### config.mk
export PLATFORM = sky130hd
export DESIGN_NAME = divcfg_loader
export DESIGN_NICKNAME = d
export VERILOG_FILES = /design/src/rtl/divcfg_pkg.sv /design/src/rtl/divcfg_rise_det.sv /design/src/rtl/divcfg_shifter.sv /design/src/rtl/divcfg_hold.sv /design/src/rtl/divcfg_loader.sv
export SDC_FILE = /design/constraint.sdc
export NUM_CORES = 1
export LEC_CHECK = 0
export CORE_ASPECT_RATIO = 0.7
export CORE_MARGIN = 2
export CORE_UTILIZATION = 54
export CTS_CLUSTER_SIZE = 10
export DETAILED_ROUTE_END_ITERATION = 8
export DONT_BUFFER_PORTS = 1
export PLACE_DENSITY = 0.72
export SYNTH_ARGS = -nofsm -noshare
export SYNTH_HDL_FRONTEND = slang
export SYNTH_SLANG_ARGS = --single-unit
export TNS_END_PERCENT = 1
### constraint.sdc
create_clock -name clk -period 1.15 [get_ports clk]
set_input_delay 0.1725 -clock clk [delete_from_list [all_inputs] [get_ports clk]]
set_output_delay 0.1725 -clock clk [all_outputs]
set_load 0.05 [all_outputs]
### src/rtl/divcfg_pkg.sv
package divcfg_pkg;
    localparam int RATIO_W = 9;
    localparam int ODIV_W  = 2;
    localparam int TEST_W  = 2;
    localparam int FRAME_W = TEST_W + 1 + ODIV_W + RATIO_W;

    typedef struct packed {
        logic [TEST_W-1:0]  test;
        logic [ODIV_W-1:0]  odiv;
        logic [RATIO_W-1:0] ratio;
    } divcfg_t;

    // Frame as held in the shift register: test bits oldest, then the
    // null slot, then divide code, then ratio with bit 0 newest.
    function automatic divcfg_t frame_decode(input logic [FRAME_W-1:0] f);
        divcfg_t c;
        c.test  = f[FRAME_W-1 -: TEST_W];
        c.odiv  = f[RATIO_W +: ODIV_W];
        c.ratio = f[RATIO_W-1:0];
        return c;
    endfunction
endpackage

### src/rtl/divcfg_rise_det.sv
module divcfg_rise_det #(
    parameter int W = 1
) (
    input  logic         clk,
    input  logic         rst,
    input  logic [W-1:0] sig,
    output logic [W-1:0] rise
);
    logic [W-1:0] prev_d, prev_q;

    always_comb begin
        prev_d = sig;
        rise   = sig & ~prev_q;
    end

    always_ff @(posedge clk) begin
        if (rst) prev_q <= '0;
        else     prev_q <= prev_d;
    end
endmodule

### src/rtl/divcfg_shifter.sv
module divcfg_shifter
    import divcfg_pkg::*;
(
    input  logic               clk,
    input  logic               rst,
    input  logic               shift_en,
    input  logic               din,
    output logic [FRAME_W-1:0] sh_d,
    output logic [FRAME_W-1:0] sh_q
);
    always_comb begin
        sh_d = sh_q;
        if (shift_en) sh_d = {sh_q[FRAME_W-2:0], din};
    end

    always_ff @(posedge clk) begin
        if (rst) sh_q <= '0;
        else     sh_q <= sh_d;
    end

    // each detected serial edge moves the frame by one place
    a_r4_shift_order: assert property (@(posedge clk) disable iff (rst)
        shift_en |=> (sh_q[0] == $past(din)) &&
                     (sh_q[FRAME_W-1:1] == $past(sh_q[FRAME_W-2:0])));

    // without a serial edge the register keeps its contents
    a_r7_shift_quiet: assert property (@(posedge clk) disable iff (rst)
        !shift_en |=> $stable(sh_q));
endmodule

### src/rtl/divcfg_hold.sv
module divcfg_hold
    import divcfg_pkg::*;
#(
    parameter logic [RATIO_W-1:0] RATIO_RST = 9'h020
) (
    input  logic               clk,
    input  logic               rst,
    input  logic               par_sel,
    input  logic               ser_sel,
    input  logic [RATIO_W-1:0] par_ratio,
    input  logic [ODIV_W-1:0]  par_odiv,
    input  divcfg_t            ser_cfg,
    output divcfg_t            cfg_q,
    output logic               par_mode_q
);
    typedef struct packed {
        divcfg_t cfg;
        logic    par_mode;
    } hold_t;

    hold_t st_d, st_q;

    always_comb begin
        st_d = st_q;
        if (par_sel) begin
            st_d.cfg.ratio = par_ratio;
            st_d.cfg.odiv  = par_odiv;
            st_d.par_mode  = 1'b1;
        end else if (ser_sel) begin
            st_d.cfg      = ser_cfg;
            st_d.par_mode = 1'b0;
        end
    end

    always_ff @(posedge clk) begin
        if (rst) begin
            st_q.cfg.ratio <= RATIO_RST;
            st_q.cfg.odiv  <= '0;
            st_q.cfg.test  <= '0;
            st_q.par_mode  <= 1'b0;
        end else begin
            st_q <= st_d;
        end
    end

    assign cfg_q      = st_q.cfg;
    assign par_mode_q = st_q.par_mode;

    a_r1_reset_val: assert property (@(posedge clk)
        rst |=> (cfg_q.ratio == RATIO_RST) && (cfg_q.odiv == '0) &&
                (cfg_q.test == '0) && !par_mode_q);

    a_r2_par_follow: assert property (@(posedge clk) disable iff (rst)
        par_sel |=> (cfg_q.ratio == $past(par_ratio)) &&
                    (cfg_q.odiv == $past(par_odiv)));

    a_r3_hold_idle: assert property (@(posedge clk) disable iff (rst)
        (!par_sel && !ser_sel) |=> $stable(cfg_q) && $stable(par_mode_q));

    a_r8_flag_par: assert property (@(posedge clk) disable iff (rst)
        par_sel |=> par_mode_q);

    a_r8_flag_ser: assert property (@(posedge clk) disable iff (rst)
        (ser_sel && !par_sel) |=> !par_mode_q);

    // parallel pins win over a simultaneous serial strobe
    a_r9_par_first: assert property (@(posedge clk) disable iff (rst)
        (par_sel && ser_sel) |=> (cfg_q.ratio == $past(par_ratio)));
endmodule

### src/rtl/divcfg_loader.sv
module divcfg_loader
    import divcfg_pkg::*;
#(
    parameter logic [RATIO_W-1:0] RATIO_RST = 9'h020
) (
    input  logic               clk,
    input  logic               rst,
    input  logic               ser_clk,
    input  logic               ser_data,
    input  logic               ser_load,
    input  logic               par_load_n,
    input  logic [RATIO_W-1:0] ratio_pins,
    input  logic [ODIV_W-1:0]  odiv_pins,
    output logic [RATIO_W-1:0] ratio_out,
    output logic [ODIV_W-1:0]  odiv_out,
    output logic [TEST_W-1:0]  test_out,
    output logic               par_mode
);
    logic               sclk_rise;
    logic [FRAME_W-1:0] sh_d, sh_q;
    divcfg_t            cfg_q;

    divcfg_rise_det #(.W(1)) u_edge (
        .clk  (clk),
        .rst  (rst),
        .sig  (ser_clk),
        .rise (sclk_rise)
    );

    divcfg_shifter u_shift (
        .clk      (clk),
        .rst      (rst),
        .shift_en (sclk_rise),
        .din      (ser_data),
        .sh_d     (sh_d),
        .sh_q     (sh_q)
    );

    divcfg_hold #(.RATIO_RST(RATIO_RST)) u_hold (
        .clk        (clk),
        .rst        (rst),
        .par_sel    (!par_load_n),
        .ser_sel    (ser_load),
        .par_ratio  (ratio_pins),
        .par_odiv   (odiv_pins),
        .ser_cfg    (frame_decode(sh_d)),
        .cfg_q      (cfg_q),
        .par_mode_q (par_mode)
    );

    assign ratio_out = cfg_q.ratio;
    assign odiv_out  = cfg_q.odiv;
    assign test_out  = cfg_q.test;

    // while the serial strobe is high the outputs track the shifter
    a_r6_transparent: assert property (@(posedge clk) disable iff (rst)
        (par_load_n && ser_load) |=>
            (ratio_out == sh_q[RATIO_W-1:0]) &&
            (odiv_out == sh_q[RATIO_W +: ODIV_W]) &&
            (test_out == sh_q[FRAME_W-1 -: TEST_W]));
endmodule

==> metrics <==
switching share of power=26.2%; Flop pwr share=53.7%; power share of the clock group=31.3%; Avg Synthesized Cell Area=10.8 µm²; global routing usage on met2=25.8%; row cnt=14; Synth-to-Final Area Change=18.6%; Root Buffer=clkbuf_4; WP data required=1.33 ns; Skew-Pair Late Insertion Delay=0.32 ns; register area=582 µm²; f_max=829 MHz; first-pass GRT wire length=3690 µm; share of flip-flops with an asynchronous set or reset=0%; crit path capture type=flip-flop; HP Class=in -> reg; Hold Path Sink=u_hold.cfg_q[6]$_SDFFE_PP0P_; final hold vios=0; number of vias per cell=5.51; Top Ports=31; Multi-input gate area=633 µm²; GR met1 Demand/Resource=28.1%; setup violators final=9; Yosys top cell area share=45.7%; met3 Track Usage GR=8.48%; EDFF count, synth=0; outcome=complete, but fails checks; static leakage=0.623 nW; crit path DAT=1.39 ns; worst r2r src=u_edge.prev_q$_SDFF_PP0_; Rel. slew slack=68.5%; cell count after synthesis=118; 1st-pass router iterations=4; H-tree levels=2; post-DP HPWL=1570 µm; Clk pin slew, worst setup/hold paths=0.09 ns; layout cells sized above 1=37.5%; clock buffer depth=2; Tot GR Track Use=19.5%; maximum vdd drop=0.868 mV; Tmin final=1.21 ns; largest net degree at the start of global routing=27; Pwr Density=1300 nW/µm²; register-to-register setup slack=-0.06 ns; RSZ-0062 raised after global routing=true; diode count=0; kind of critical path=reg -> reg; port bufs=0; Top Usage Layer GRT=met1; CP peak stage delay=0.37 ns; sequential share of the synthesized area=45.7%; vias in the first global route=785; fin crit share=105%; area leader, netlist=dfxtp_1; worst hold path depth=2; number of fill cells=175; Startpoint Class=flip-flop; total grt overflow=0; Slew @ Worst Pin=0.472 ns; Pint=1.45 mW; synth top area cells=dfxtp_1 46%, mux2_4 9.4%, nor3b_1 5.9%; wirelength, routed=2600 µm; core region area=2190 µm²; Synth Warn #=0; final slew viol count=0; Reg2Reg Depth=4; initial antenna violation count=0; failing checks=negative setup slack; CP max FO=6; cts bufs inserted=5; Wirelength per Cell=15.5 µm; Final GP Congestion=0.757; Setup WS post-layout=-0.0566 ns; setup bufs post-CTS=0; die area=2760 µm²; DR iter-0 viols=78; post-layout util=68.9%; skew final=0.00928 ns; switching power total=0.515 mW; Nets=153; die height=44.6 µm; synth unique cells=25; R2R Path End=u_hold.cfg_q[11]$_SDFFE_PP0P_; Slowest-stage cell, CP=dfxtp_2; HP Start=par_load_n; crit path cell chain=nand2b_4 > buf_6 > mux2i_2 > a311oi_1; CTS Sinks=29; Initial Util=58.1%; crit path launch=u_edge.prev_q$_SDFF_PP0_; Combinational Power Share=15.0%; post-route ant nets=0; Yosys reg bits=29; Max Cap Viol=0; TritonCTS clock tree=built; synthesized net count=135; drt drc=0; die width=62.0 µm; Top FF cell, synth=dfxtp_1; Vias=926; Synth Cell Area=1270 µm²; setup_tns=-0.235 ns
==> kinds of logic after synthesis <==
group | Yosys count | synth area share (%)
AOI/OAI and AO/OA | 30 | 17.5
buffers and inverters | 14 | 7.18
muxes | 11 | 11.8
and+or+nand+nor | 34 | 17.8
DFF | 29 | 45.7
==> repair_timing <==
action,4_1_cts,5_1_grt
endpoints found under the setup margin,14,18
resized for setup,7,6
pin swaps,8,0
gates cloned,0,0
hold endpoints to repair,17,0
hold buffers,4,0
==> flip-flops by register name, summed over array words and instances, names as in the netlist <==
register and count:
u_edge.prev_q 1, u_hold.par_mode_q 1, u_shift.sh_q 14, u_hold.cfg_q 13
==> worst max-delay path, delay by kind of cell (launching register included) <==
kind	cells	cell delay, ns
mux	1	0.25
compound gates	1	0.12
flops	1	0.37
buf+inv	1	0.14
simple gates	1	0.19
==> cell type report <==
type / instances / area share (%)
multi-input cells: 75 / 42.0
repair buffers: 22 / 12.4
well taps: 32 / 2.66
clock buffers: 7 / 3.65
flip-flops and latches: 29 / 38.6
inverters: 3 / 0.747
==> layout by cell type (no fill, tap or decap), types with 2 or more instances in the layout <==
cell type | netlist | routed
nand2_1 | 3 | 3
a21oi_2 | 0 | 2
dlygate4sd3_1 | 0 | 4
nor3b_1 | 10 | 10
clkbuf_4 | 0 | 5
and2b_1 | 2 | 2
a311oi_1 | 2 | 2
a31o_2 | 8 | 8
mux2i_2 | 0 | 3
a31o_1 | 8 | 8
dfxtp_1 | 29 | 28
buf_4 | 1 | 15
nor2b_1 | 10 | 9
buf_6 | 4 | 3
o21ai_0 | 2 | 2
inv_1 | 3 | 3
a21oi_1 | 7 | 5
and4bb_2 | 2 | 2
nor2_1 | 3 | 3
a31oi_1 | 2 | 2
mux2_4 | 8 | 8
==> power by group through the flow <==
| stage | logic (mW) | clock network (mW) | registers (mW) |
|---|---|---|---|
| after floorplan | 0.145 | 0 | 1.17 |
| after global placement | 0.251 | 0 | 1.07 |
| after detailed placement | 0.254 | 0 | 1.08 |
| after CTS | 0.288 | 0.623 | 1.05 |
| after global routing | 0.311 | 0.663 | 1.06 |
| final | 0.295 | 0.615 | 1.05 |
==> per-layer routing <==
metal | vias up | wire length (µm)
li1 | 460 | -
met1 | 434 | 1260
met2 | 30 | 1130
met3 | 2 | 196
met4 | 0 | 13
met5 | - | 0
==> Yosys cell counts, types with 2 or more instances <==
master and n:
nand2b_1 2, buf_2 4, nand2_1 3, mux2_4 8, a31o_1 8, a31oi_1 2, dfxtp_1 29, a31o_2 8
and2b_1 2, a21oi_1 7, nor2_1 3, o21ai_0 2, a311oi_1 2, inv_1 3, and4bb_2 2, nor3b_1 10
buf_6 4, mux2i_1 3, nor2b_1 10
==> worst max path at each step <==
stage                                         end  slack, ns
floorplan            u_hold.cfg_q[1]$_SDFFE_PP0P_      -0.04
global placement     u_hold.cfg_q[1]$_SDFFE_PP0P_      -0.09
detailed placement  u_hold.cfg_q[11]$_SDFFE_PP0P_      -0.13
CTS                  u_hold.cfg_q[1]$_SDFFE_PP0P_      -0.04
global route        u_hold.cfg_q[11]$_SDFFE_PP0P_       -0.1
finish              u_hold.cfg_q[11]$_SDFFE_PP0P_      -0.06
==> metrics by stage <==
step                      std cells  worst slack [ns]  hold WS (ns)  cell area (µm²)  power [mW]
final                           168           -0.0566       0.00628             1510        1.96
after global routing            168           -0.0991        0.0100             1510        2.03
after CTS                       168           -0.0403       0.00464             1490        1.96
after detailed placement        157            -0.131         0.248             1370        1.33
after global placement          157           -0.0905         0.247             1370        1.32
after floorplan                 118           -0.0391         0.301             1270        1.31
Note: power is estimated with default switching activity, not from simulation.
